### src/rtl/err_sev_pkg.sv
package err_sev_pkg;

  localparam int unsigned MODE_W = 2;
  localparam int unsigned TT_W   = 2;

  typedef enum logic [MODE_W-1:0] {
    MODE_NORMAL = 2'b00,
    MODE_ERROR  = 2'b01,
    MODE_RED    = 2'b10,
    MODE_FATAL  = 2'b11
  } mode_e;

  typedef enum logic [1:0] {
    SEV_NONE   = 2'b00,
    SEV_URGENT = 2'b01,
    SEV_TRANS  = 2'b10,
    SEV_FATAL  = 2'b11
  } sev_e;

  localparam logic [TT_W-1:0] TT_INSTR = 2'b00;
  localparam logic [TT_W-1:0] TT_IACC  = 2'b01;
  localparam logic [TT_W-1:0] TT_DACC  = 2'b10;
  localparam logic [TT_W-1:0] TT_AUTO  = 2'b11;

  // Urgent errors are only reported while the core can take a trap.
  function automatic logic urgent_allowed(mode_e m);
    return (m == MODE_NORMAL) || (m == MODE_RED);
  endfunction

  // Obstructing errors never carry the autonomous code.
  function automatic logic [TT_W-1:0] obst_tt(logic [TT_W-1:0] code);
    return (code == TT_AUTO) ? TT_INSTR : code;
  endfunction

  // Severity after priority: fatal > transition > urgent.
  function automatic sev_e classify(logic fatal, logic trans, logic urgent, mode_e m);
    if (fatal)                             return SEV_FATAL;
    if (trans && (m != MODE_FATAL))        return SEV_TRANS;
    if (urgent && urgent_allowed(m))       return SEV_URGENT;
    return SEV_NONE;
  endfunction

  function automatic mode_e next_mode(mode_e m, sev_e cls, logic wdr_now,
                                      logic por, logic clr);
    mode_e n;
    n = m;
    if (m == MODE_FATAL) begin
      if (por) n = MODE_NORMAL;
    end else if (cls == SEV_FATAL) begin
      n = MODE_FATAL;
    end else begin
      unique case (m)
        MODE_NORMAL: if (cls == SEV_TRANS) n = MODE_ERROR;
        MODE_ERROR:  if (wdr_now) n = MODE_RED;
        MODE_RED: begin
          if (cls == SEV_TRANS) n = MODE_ERROR;
          else if (clr)         n = MODE_NORMAL;
        end
        default: n = m;
      endcase
    end
    return n;
  endfunction

endpackage

### src/rtl/err_sev_classify.sv
module err_sev_classify
  import err_sev_pkg::*;
(
  input  logic  fatal_evt,
  input  logic  trans_evt,
  input  logic  obst_evt,
  input  logic  auto_evt,
  input  mode_e mode,
  output sev_e  cls,
  output logic  take_obst,
  output logic  take_auto
);

  logic urgent_any;

  always_comb begin
    urgent_any = obst_evt | auto_evt;
    cls        = classify(fatal_evt, trans_evt, urgent_any, mode);
    take_obst  = (cls == SEV_URGENT) && obst_evt;
    take_auto  = (cls == SEV_URGENT) && !obst_evt && auto_evt;
  end

endmodule

### src/rtl/err_sev_fsm.sv
module err_sev_fsm
  import err_sev_pkg::*;
(
  input  logic  clk,
  input  logic  rst_n,
  input  sev_e  cls,
  input  logic  por_ack,
  input  logic  red_clr,
  output mode_e mode,
  output logic  wdr_req,
  output logic  fatal_rpt
);

  mode_e mode_q, mode_d;
  logic  wdr_q, wdr_d;
  logic  rpt_q;
  logic  wdr_now;

  always_comb begin
    wdr_now = (mode_q == MODE_ERROR) && wdr_q;
    mode_d  = next_mode(mode_q, cls, wdr_now, por_ack, red_clr);
    wdr_d   = (mode_q == MODE_ERROR) && !wdr_q && (cls != SEV_FATAL);
  end

  always_ff @(posedge clk or negedge rst_n) begin
    if (!rst_n) begin
      mode_q <= MODE_NORMAL;
      wdr_q  <= 1'b0;
      rpt_q  <= 1'b0;
    end else begin
      mode_q <= mode_d;
      wdr_q  <= wdr_d;
      rpt_q  <= (mode_d == MODE_FATAL);
    end
  end

  assign mode      = mode_q;
  assign wdr_req   = wdr_q;
  assign fatal_rpt = rpt_q;

endmodule

### src/rtl/err_sev_trap.sv
module err_sev_trap
  import err_sev_pkg::*;
(
  input  logic            clk,
  input  logic            rst_n,
  input  logic            take_obst,
  input  logic            take_auto,
  input  logic [TT_W-1:0] obst_code,
  input  logic            weak_det,
  output logic            trap_req,
  output logic [TT_W-1:0] trap_code,
  output logic            trap_nm,
  output logic            garbage
);

  logic            trap_d, nm_d, garb_d;
  logic [TT_W-1:0] code_d;

  always_comb begin
    trap_d = 1'b0;
    nm_d   = 1'b0;
    garb_d = 1'b0;
    code_d = '0;
    if (take_obst) begin
      if (weak_det) begin
        garb_d = 1'b1;
      end else begin
        trap_d = 1'b1;
        nm_d   = 1'b1;
        code_d = obst_tt(obst_code);
      end
    end else if (take_auto) begin
      trap_d = 1'b1;
      code_d = TT_AUTO;
    end
  end

  always_ff @(posedge clk or negedge rst_n) begin
    if (!rst_n) begin
      trap_req  <= 1'b0;
      trap_code <= '0;
      trap_nm   <= 1'b0;
      garbage   <= 1'b0;
    end else begin
      trap_req  <= trap_d;
      trap_code <= code_d;
      trap_nm   <= nm_d;
      garbage   <= garb_d;
    end
  end

endmodule

### src/rtl/err_sev_ctrl.sv
module err_sev_ctrl
  import err_sev_pkg::*;
(
  input  logic        clk,
  input  logic        rst_n,
  input  logic        fatal_evt_i,
  input  logic        trans_evt_i,
  input  logic        obst_evt_i,
  input  logic [1:0]  obst_code_i,
  input  logic        auto_evt_i,
  input  logic        weak_det_i,
  input  logic        red_clr_i,
  input  logic        por_ack_i,
  output logic [1:0]  mode_o,
  output logic        fatal_rpt_o,
  output logic        wdr_req_o,
  output logic        trap_req_o,
  output logic [1:0]  trap_code_o,
  output logic        trap_nm_o,
  output logic        garbage_done_o
);

  // Named internal events, visible to the bound checker.
  sev_e  cls_w;
  mode_e mode_w;
  logic  take_obst_w;
  logic  take_auto_w;

  err_sev_classify u_cls (
    .fatal_evt (fatal_evt_i),
    .trans_evt (trans_evt_i),
    .obst_evt  (obst_evt_i),
    .auto_evt  (auto_evt_i),
    .mode      (mode_w),
    .cls       (cls_w),
    .take_obst (take_obst_w),
    .take_auto (take_auto_w)
  );

  err_sev_fsm u_fsm (
    .clk       (clk),
    .rst_n     (rst_n),
    .cls       (cls_w),
    .por_ack   (por_ack_i),
    .red_clr   (red_clr_i),
    .mode      (mode_w),
    .wdr_req   (wdr_req_o),
    .fatal_rpt (fatal_rpt_o)
  );

  err_sev_trap u_trap (
    .clk       (clk),
    .rst_n     (rst_n),
    .take_obst (take_obst_w),
    .take_auto (take_auto_w),
    .obst_code (obst_code_i),
    .weak_det  (weak_det_i),
    .trap_req  (trap_req_o),
    .trap_code (trap_code_o),
    .trap_nm   (trap_nm_o),
    .garbage   (garbage_done_o)
  );

  assign mode_o = mode_w;

endmodule

### config.mk
export PLATFORM = sky130hd
export DESIGN_NAME = err_sev_ctrl
export DESIGN_NICKNAME = d
export VERILOG_FILES = /design/src/rtl/err_sev_pkg.sv /design/src/rtl/err_sev_classify.sv /design/src/rtl/err_sev_fsm.sv /design/src/rtl/err_sev_trap.sv /design/src/rtl/err_sev_ctrl.sv
export SDC_FILE = /design/constraint.sdc
export NUM_CORES = 1
export LEC_CHECK = 0
export BUFFER_PORTS_ARGS = -buffer_cell sky130_fd_sc_hd__buf_2
export CORE_AREA = 2 2 39 41
export CTS_BUF_LIST = sky130_fd_sc_hd__clkbuf_4
export DETAILED_ROUTE_END_ITERATION = 16
export DIE_AREA = 0 0 41 43
export GPL_ROUTABILITY_DRIVEN = 0
export HOLD_SLACK_MARGIN = 0.06
export SKIP_CTS_REPAIR_TIMING = 1
export SLEW_MARGIN = 5
export SYNTH_ARGS = -nofsm -noshare
export SYNTH_HDL_FRONTEND = slang
export SYNTH_SLANG_ARGS = --single-unit
### constraint.sdc
create_clock -name clk -period 3.2 [get_ports clk]
set_input_delay 0 -clock clk [delete_from_list [all_inputs] [get_ports clk]]
set_output_delay 0 -clock clk [all_outputs]
set_load 0.01 [all_outputs]
==> impl_metrics.ini, run 1 <==
[detailed_routing]
dr_total_vias = 362
wl_um = 902
wl_per_cell_um = 11.28
first_pass_iters = 4
drt_iter0_drc = 4
ant_nets = 0
drc = 0
viasPerCell = 4.525

[logic_synthesis]
post_synth_fa_ha_maj_area_fraction_pct = 0
syn_inst = 31
syn_area_um2 = 385.4
synth-xor-area-share_pct = 0
synth-seq-cells = 9
ys_types = 16
synth_top_family_by_area = simple AND/OR/NAND/NOR gates
synth.avg_cell_area_um2 = 12.43
synth_warnings = 0
ys_seq_area_share_pct = 58.44
synth_compound_area_share_pct = 11.36
synth_nets = 42
synthSimpleGateAreaFrac_pct = 26.62
synth_mux_area_share_pct = 2.597

[floorplan]
ios = 20
die_x_um = 41
fp-row-count = 14
start_util_pct = 27.85
die_h_um = 43
die_area_um2 = 1763
core_area_um2 = 1384

[global_route]
antenna_found_initial = 0
grt_pass1_vias = 292
grt_usage_pct = 10.11
grt_overflow_total = 0
grt_max_degree = 10
grt_first_pass_wirelength_um = 1193

[timing]
fmax_ghz = 0.5989
drv_slew = 0
finalCritPeriodShare_pct = 52.18
layout_min_cycle_time_ps = 1670
slew_headroom_pct = 82.90
worst_pin_slew_ps = 254.8
rsz0062_at_grt = no
finalClockSkew_ps = 3.255
setup-tns-final_ps = 0
hold_violations = 0
setup_viol = 0

[power]
peakVddDrop_mv = 0.2710
powerDensity_nw_per_um2 = 574.9
p_leak_nw = 0.3195
power_mw = 0.3625

[clock_network]
cts_tree = done
cts.sinks = 9
htree_num_levels = 1
clk_latency_ps = 250
cts_buffers = 3
cts_root_buffer = clkbuf_4
cts.clk_slew.worst_paths_ps = 60
cts_max_path_buffers = 2

[critical_path]
critPathLaunchType = flip-flop
critical_path_required_ps = 3390
worst_ep_arrival_time_ps = 1860
ff2ff_path_depth = 3
rr_startpoint = u_fsm.mode[0]
endpoint = u_trap.trap_req
worst_r2r_endpoint = u_trap.trap_req
worstPathMaxFanout = 8
regToRegSetupSlack_ps = 1530
crit_path_max_incr_delay_ps = 560
cp-end-kind = flip-flop
path_class = reg2reg
slowest_stage = dlygate4sd3_1
startpoint = u_fsm.mode[0]
worstPathCellList = or3_4 -> a211oi_2 -> dlygate4sd3_1

[run_status]
status = finished, final reports clean

[run]
cap_violations = 0

[final_layout]
fin_util_pct = 45.57
final_area_um2 = 630.6
drive_gt1_share_pct = 40.63
nNetsFinal = 76
area_growth_pct = 63.64
antennaDiodeCount = 0

[min_path]
min_path_type = in2reg

[place]
placement.io_buffers = 19
place_area_um2 = 500.5
place_hpwl_um = 641.2
==> worst min path at each step <==
| stage | start | to | cells after the start |
|---|---|---|---|
| after detailed placement | rst_n | u_trap.trap_nm | 1 |
| final | obst_code_i[1] | u_trap.trap_code[0] | 3 |
| after floorplan | rst_n | u_fsm.fatal_rpt | 0 |
| after global routing | obst_code_i[1] | u_trap.trap_code[0] | 3 |
| after CTS | rst_n | u_trap.trap_nm | 1 |
| after global placement | rst_n | u_trap.trap_req | 1 |
==> kinds of logic (layout without fill, tap and decap cells) <==
logic type | count (synthesis) | count (layout)
AND/OR/NAND/NOR | 15 | 15
flip-flops | 9 | 9
AO/OA/AOI/OAI | 5 | 5
multiplexers | 1 | 1
buffers and inverters | 1 | 34
==> cell usage in the layout, fill, tap and decap left out, types with 2 or more instances in the layout <==
master and n:
buf_2 19, a211oi_2 2, dlygate4sd3_1 10, a21oi_1 2, and3_1 2, nor2_1 3, clkbuf_4 4, nor3_1 2
dfrtp_1 9, nand4bb_1 2
==> final cells by class <==
cell class                 count  area (um^2)
clock buffer                   4        30.03
multi-input combinational     21        156.4
fill                         132        753.2
tap                           16        20.02
timing repair buffer          29        195.2
inverter                       1        3.754
sequential                     9        225.2
==> per-stage QoR <==
step | setup slack [ps] | hold slack, ps | instances
2_1_floorplan | 2088 | -295.6 | 31
3_3_place_gp | 2072 | -138.7 | 66
3_5_place_dp | 2053 | -138.0 | 66
4_1_cts | 2037 | -415.7 | 70
5_1_grt | 1468 | 67.56 | 80
6_report | 1530 | 55.98 | 80
==> metal layers <==
| metal | global-route usage (%) | part of all wire (%) | wire length [um] | vias up |
|---|---|---|---|---|
| li1 | - | - | - | 183 |
| met1 | 15.13 | 46 | 412 | 159 |
| met2 | 13.13 | 46 | 413 | 20 |
| met3 | 3.141 | 8.4 | 76 | 0 |
| met4 | 4.000 | 0 | 0 | 0 |
| met5 | 0 | 0 | 0 | - |
==> state kept, by name, indices dropped and copies added (netlist names) <==
name,count
u_fsm.mode,2
u_fsm.fatal_rpt,1
u_trap.trap_req,1
u_trap.trap_code,2
u_trap.garbage,1
u_trap.trap_nm,1
u_fsm.wdr_req,1
==> cell usage after synthesis <==
master     number  area (um^2)
a21oi_1         2        10.01
or3_4           1        11.26
mux2i_1         1        10.01
dfrtp_1         9        225.2
a211oi_2        2        25.02
nand4bb_1       2        22.52
nand2_1         1        3.750
inv_1           1        3.750
nor4b_1         1        8.760
nor3b_1         1        7.510
nor2_1          3        11.26
nor3_1          2        10.01
nand2b_1        1        6.260
a311oi_1        1        8.760
or3b_1          1        8.760
and3_1          2        12.51
==> critical path: cells and delay by family (launching register included) <==
| kind | cells | cell delay (ps) |
|---|---|---|
| buffers and inverters | 1 | 560 |
| flip-flops | 1 | 450 |
| AO/OA/AOI/OAI | 1 | 190 |
| AND/OR/NAND/NOR | 1 | 420 |
==> power by group <==
part,total [mW],internal (mW),switching [mW]
registers,0.165,0.138,0.0271
clock network,0.0906,0.0562,0.0344
logic,0.107,0.0582,0.0491
Power figures use the tool's default switching activity.
==> inputs of run 2 (changes only) <==
==> constraint.sdc (replaced) <==
create_clock -name clk -period 1.5 [get_ports clk]
set_input_delay 0 -clock clk [delete_from_list [all_inputs] [get_ports clk]]
set_output_delay 0 -clock clk [all_outputs]
set_load 0.01 [all_outputs]
==> run 2 against run 1 <==
Global-route usage grew 0.71 points. Die area is the same. Clock power grew 120%. Critical path type unchanged. Via count fell by 1.7%.
==> impl_metrics.ini, run 2 (synthesis results as in run 1) <==
[run_status]
status = finished, final reports clean

[critical_path]
worst_r2r_endpoint = u_fsm.fatal_rpt
cp-end-kind = flip-flop
critical_path_required_ps = 1690
worst_ep_arrival_time_ps = 1540
ff2ff_path_depth = 3
rr_startpoint = u_fsm.mode[0]
regToRegSetupSlack_ps = 150
endpoint = u_fsm.fatal_rpt
worstPathMaxFanout = 8
startpoint = u_fsm.mode[0]
path_class = reg2reg
critPathLaunchType = flip-flop

[timing]
setup_viol = 0
holdWs_ps = 58.57
finalWorstSetupSlack_ps = 153.6
drv_slew = 0
hold_violations = 0
finalClockSkew_ps = 0.7757
finalCritPeriodShare_pct = 89.76
fmax_ghz = 0.7427
setup-tns-final_ps = 0
layout_min_cycle_time_ps = 1346
rsz0062_at_grt = no
worst_pin_slew_ps = 247.5
slew_headroom_pct = 83.27

[final_layout]
seq_area_um2 = 225.2
antennaDiodeCount = 0
layout_commonest_cell = buf_2
finalNonFillerCells = 80
drive_gt1_share_pct = 40.63
fin_util_pct = 45.57
area_growth_pct = 63.64
fillers = 138
final_area_um2 = 630.6
nNetsFinal = 76
multi_input_area_um2 = 156.4
final_cell_mix = buf_2 (19), dlygate4sd3_1 (10), dfrtp_1 (9)

[floorplan]
die_area_um2 = 1763
core_area_um2 = 1384
start_util_pct = 27.85
fp-row-count = 14
die_x_um = 41
ios = 20
die_h_um = 43

[global_route]
antenna_found_initial = 0
grt_usage_pct = 10.82
grt_pass1_vias = 301
grt_first_pass_wirelength_um = 1235
grt_overflow_total = 0
grt_max_degree = 10

[clock_network]
cts.sinks = 9
htree_num_levels = 1
cts_max_path_buffers = 2
clk_latency_ps = 250
cts_tree = done
cts_buffers = 3
cts.clk_slew.worst_paths_ps = 60
cts_root_buffer = clkbuf_4

[power]
power_frac_seq_pct = 44.6
peakVddDrop_mv = 0.4908
p_leak_nw = 0.3142
switching_share_pct = 30.70
switchingPower_mw = 0.2423
clkPwrFrac_pct = 24.7
power_mw = 0.7893
power_frac_comb_pct = 30.7
powerDensity_nw_per_um2 = 1252
internal_power_mw = 0.5470

[place]
dp_cells = 66
placement.io_buffers = 19
dp_slack_ps = 341.3
place_area_um2 = 500.5

[detailed_routing]
ant_nets = 0
drt_iter0_drc = 2
wl_um = 937
drc = 0
first_pass_iters = 2
viasPerCell = 4.450
dr_total_vias = 356
wl_per_cell_um = 11.71

[run]
cap_violations = 0

[min_path]
min_path_type = in2reg
==> run 2: worst min path at each step <==
stage	to	startpoint	cells past startpoint	slack [ps]
2_1_floorplan	u_fsm.fatal_rpt	rst_n	0	-300
3_3_place_gp	u_trap.trap_req	rst_n	1	-140
3_5_place_dp	u_trap.trap_nm	rst_n	1	-140
4_1_cts	u_trap.trap_nm	rst_n	1	-420
5_1_grt	u_trap.trap_code[1]	trans_evt_i	3	60
6_report	u_trap.trap_code[0]	trans_evt_i	3	60
==> run 2: cell type report <==
cell class	count	share of cell area (%)
repair buffers	29	30.95
multi-input cells	21	24.80
inverters	1	0.5952
flip-flops and latches	9	35.71
clock buffers	4	4.762
well taps	16	3.175
==> run 2: layer usage <==
layer,global-route usage [%],up-vias,share of wire (%)
li1,-,181,-
met1,14.47,155,46
met2,14.06,20,45
met3,3.141,0,9.1
met4,8.000,0,0
met5,0,-,0
==> run 2: worst max-delay path, cell delays in order, from the launching register on <==
cell,delay [ps]
dfrtp_1,450
nand2_1,100
mux2i_1,170
dlygate4sd3_1,560
==> run 2: power groups by stage <==
stage,combinational [mW],clock [mW],sequential (mW)
2_1_floorplan,0.0984,0,0.371
3_3_place_gp,0.213,0,0.352
3_5_place_dp,0.211,0,0.356
4_1_cts,0.211,0.212,0.353
5_1_grt,0.268,0.220,0.367
6_report,0.242,0.195,0.352
==> inputs of run 3 (changes only) <==
--- a/config.mk
+++ b/config.mk
@@ -5,6 +5,7 @@
 export SDC_FILE = /design/constraint.sdc
 export NUM_CORES = 1
 export LEC_CHECK = 0
+export ABC_AREA = 1
 export BUFFER_PORTS_ARGS = -buffer_cell sky130_fd_sc_hd__buf_2
 export CORE_AREA = 2 2 39 41
 export CTS_BUF_LIST = sky130_fd_sc_hd__clkbuf_4
==> run 3 against run 2 <==
Clock power grew 3%. Die area is the same. Final area shrank 5.4%. Via count grew 3.4%. Setup slack lost 80 ps. Synthesized cell count grew 29%. Synthesized area shrank 0.97%. Utilization shrank 2.4 points. Highest routed layer unchanged. First-iteration DRC count grew 50%. Register-to-register slack lost 80 ps. Worst hold slack lost 1.7 ps. Combinational power is essentially flat.
==> impl_metrics.ini, run 3 <==
[global_route]
grt_pass1_vias = 328
grt_first_pass_wirelength_um = 1193
antenna_found_initial = 0
grt_usage_pct = 10.24
grt_overflow_total = 0
grt_max_degree = 10

[timing]
holdWs_ps = 56.85
finalWorstSetupSlack_ps = 73.77
setup_viol = 0
finalClockSkew_ps = 1.874
hold_violations = 0
drv_slew = 0
layout_min_cycle_time_ps = 1426
fmax_ghz = 0.7011
finalCritPeriodShare_pct = 95.08
slew_headroom_pct = 86.36
worst_pin_slew_ps = 204.6

[run_status]
status = finished, final reports clean

[logic_synthesis]
synth_most_common_cell = dfrtp_1
synth.avg_cell_area_um2 = 9.540
syn_area_um2 = 381.6
synth-main-ff-cell = dfrtp_1
synth_nets = 51
ys_seq_area_share_pct = 59.02
synth_edf_count = 0
synth_area_leaders = dfrtp_1 (59%), nand3_1 (5.2%), nand2_1 (4.9%)
synth_top_area_share_pct = 59.02
synthArstFlopShare_pct = 100.0
yosys.area.top_type = dfrtp_1
ys_top_cells_by_count = dfrtp_1 (9), nand2_1 (5), inv_1 (4), nand3_1 (4), nor2_1 (3)
syn_inst = 40
ys_types = 14
synth_warnings = 0
synth-seq-cells = 9

[clock_network]
cts_max_path_buffers = 2
cts.sinks = 9
clk_latency_ps = 250
cts.clk_slew.worst_paths_ps = 60
cts_tree = done
cts_root_buffer = clkbuf_4
cts_buffers = 3
htree_num_levels = 1

[detailed_routing]
ant_nets = 0
drt_iter0_drc = 3
viasPerCell = 4.279
wl_um = 768
first_pass_iters = 2
wl_per_cell_um = 8.930
drc = 0
dr_total_vias = 368

[critical_path]
worst_r2r_endpoint = u_trap.garbage
critPathLaunchType = flip-flop
path_class = reg2reg
rr_startpoint = u_fsm.mode[0]
critical_path_required_ps = 1690
regToRegSetupSlack_ps = 70
ff2ff_path_depth = 4
worst_ep_arrival_time_ps = 1620
cp-end-kind = flip-flop
worstPathMaxFanout = 6

[final_layout]
final_area_um2 = 596.8
fin_util_pct = 43.13
nNetsFinal = 82
antennaDiodeCount = 0
drive_gt1_share_pct = 45.71
fillers = 148
final_cell_mix = buf_2 (19), dfrtp_1 (9), dlygate4sd3_1 (7)
layout_commonest_cell = buf_2
area_growth_pct = 56.39

[power]
powerDensity_nw_per_um2 = 1306
peakVddDrop_mv = 0.4734
p_leak_nw = 0.3396

[floorplan]
ios = 20
fp-row-count = 14
core_area_um2 = 1384
die_h_um = 43
die_area_um2 = 1763
start_util_pct = 27.58
die_x_um = 41

[place]
place_hpwl_um = 581.1
dp_slack_ps = 481.6
placement.io_buffers = 19
place_area_um2 = 496.7

[min_path]
whs_path_depth = 4
min_path_type = in2reg
hold_start = weak_det_i
min_to = u_trap.trap_nm

[run]
cap_violations = 0
run 3: cell count changes in the layout (fill, tap and decap cells not counted), moves of 3 or more:
cell	before	now
dlygate4sd3_1	10	7
inv_1	1	4
nand2_1	1	5
nand3_1	0	4
run 3: how the worst max path moves through the flow:
stage | start | to | slack (ps) | depth (start not counted)
floorplan | u_fsm.mode[0] | u_trap.trap_code[0] | 510 | 5
global placement | u_fsm.mode[0] | u_trap.trap_code[0] | 510 | 5
detailed placement | u_fsm.mode[0] | u_trap.trap_code[0] | 480 | 5
CTS | u_fsm.mode[0] | u_trap.trap_code[0] | 470 | 5
global route | u_fsm.mode[0] | u_trap.garbage | -10 | 4
finish | u_fsm.mode[0] | u_trap.garbage | 70 | 4
run 3: cells by family after synthesis:
kind of cell	synth area share, %
compound gates	9.182
buf+inv	5.901
flops	59.02
simple gates	25.90
run 3: per-layer routing:
metal  global-route usage [%]  up-vias  part of all wire (%)
li1                         -      189                     -
met1                    11.96      166                    44
met2                    14.69       13                    50
met3                    1.571        0                   6.6
met4                    10.00        0                     0
met5                        0        -                     0
run 3: layout make-up:
| class | instances | area, um^2 | share of cell area (%) |
|---|---|---|---|
| repair buffers | 26 | 165.2 | 27.67 |
| flip-flops and latches | 9 | 225.2 | 37.74 |
| well taps | 16 | 20.02 | 3.354 |
| inverters | 6 | 22.52 | 3.774 |
| multi-input cells | 25 | 133.9 | 22.43 |
| clock buffers | 4 | 30.03 | 5.031 |
run 3: per-stage QoR:
stage | instances | power [mW] | TNS (ps)
floorplan | 40 | 0.4804 | 0
global placement | 75 | 0.5750 | 0
detailed placement | 75 | 0.5743 | 0
CTS | 79 | 0.7810 | 0
global route | 86 | 0.8525 | -10.31
finish | 86 | 0.7792 | 0
run 3: report_power, final:
| part | total (mW) | switching, mW | internal, mW |
|---|---|---|---|
| registers | 0.338 | 0.0405 | 0.297 |
| clock network | 0.201 | 0.0806 | 0.120 |
| logic | 0.241 | 0.138 | 0.103 |
run 3: critical path, cell delays in order (launching register included):
cell and delay [ps]:
dfrtp_1 430, nor2_2 150, nand2_2 80, nor3_1 130, dlygate4sd3_1 560
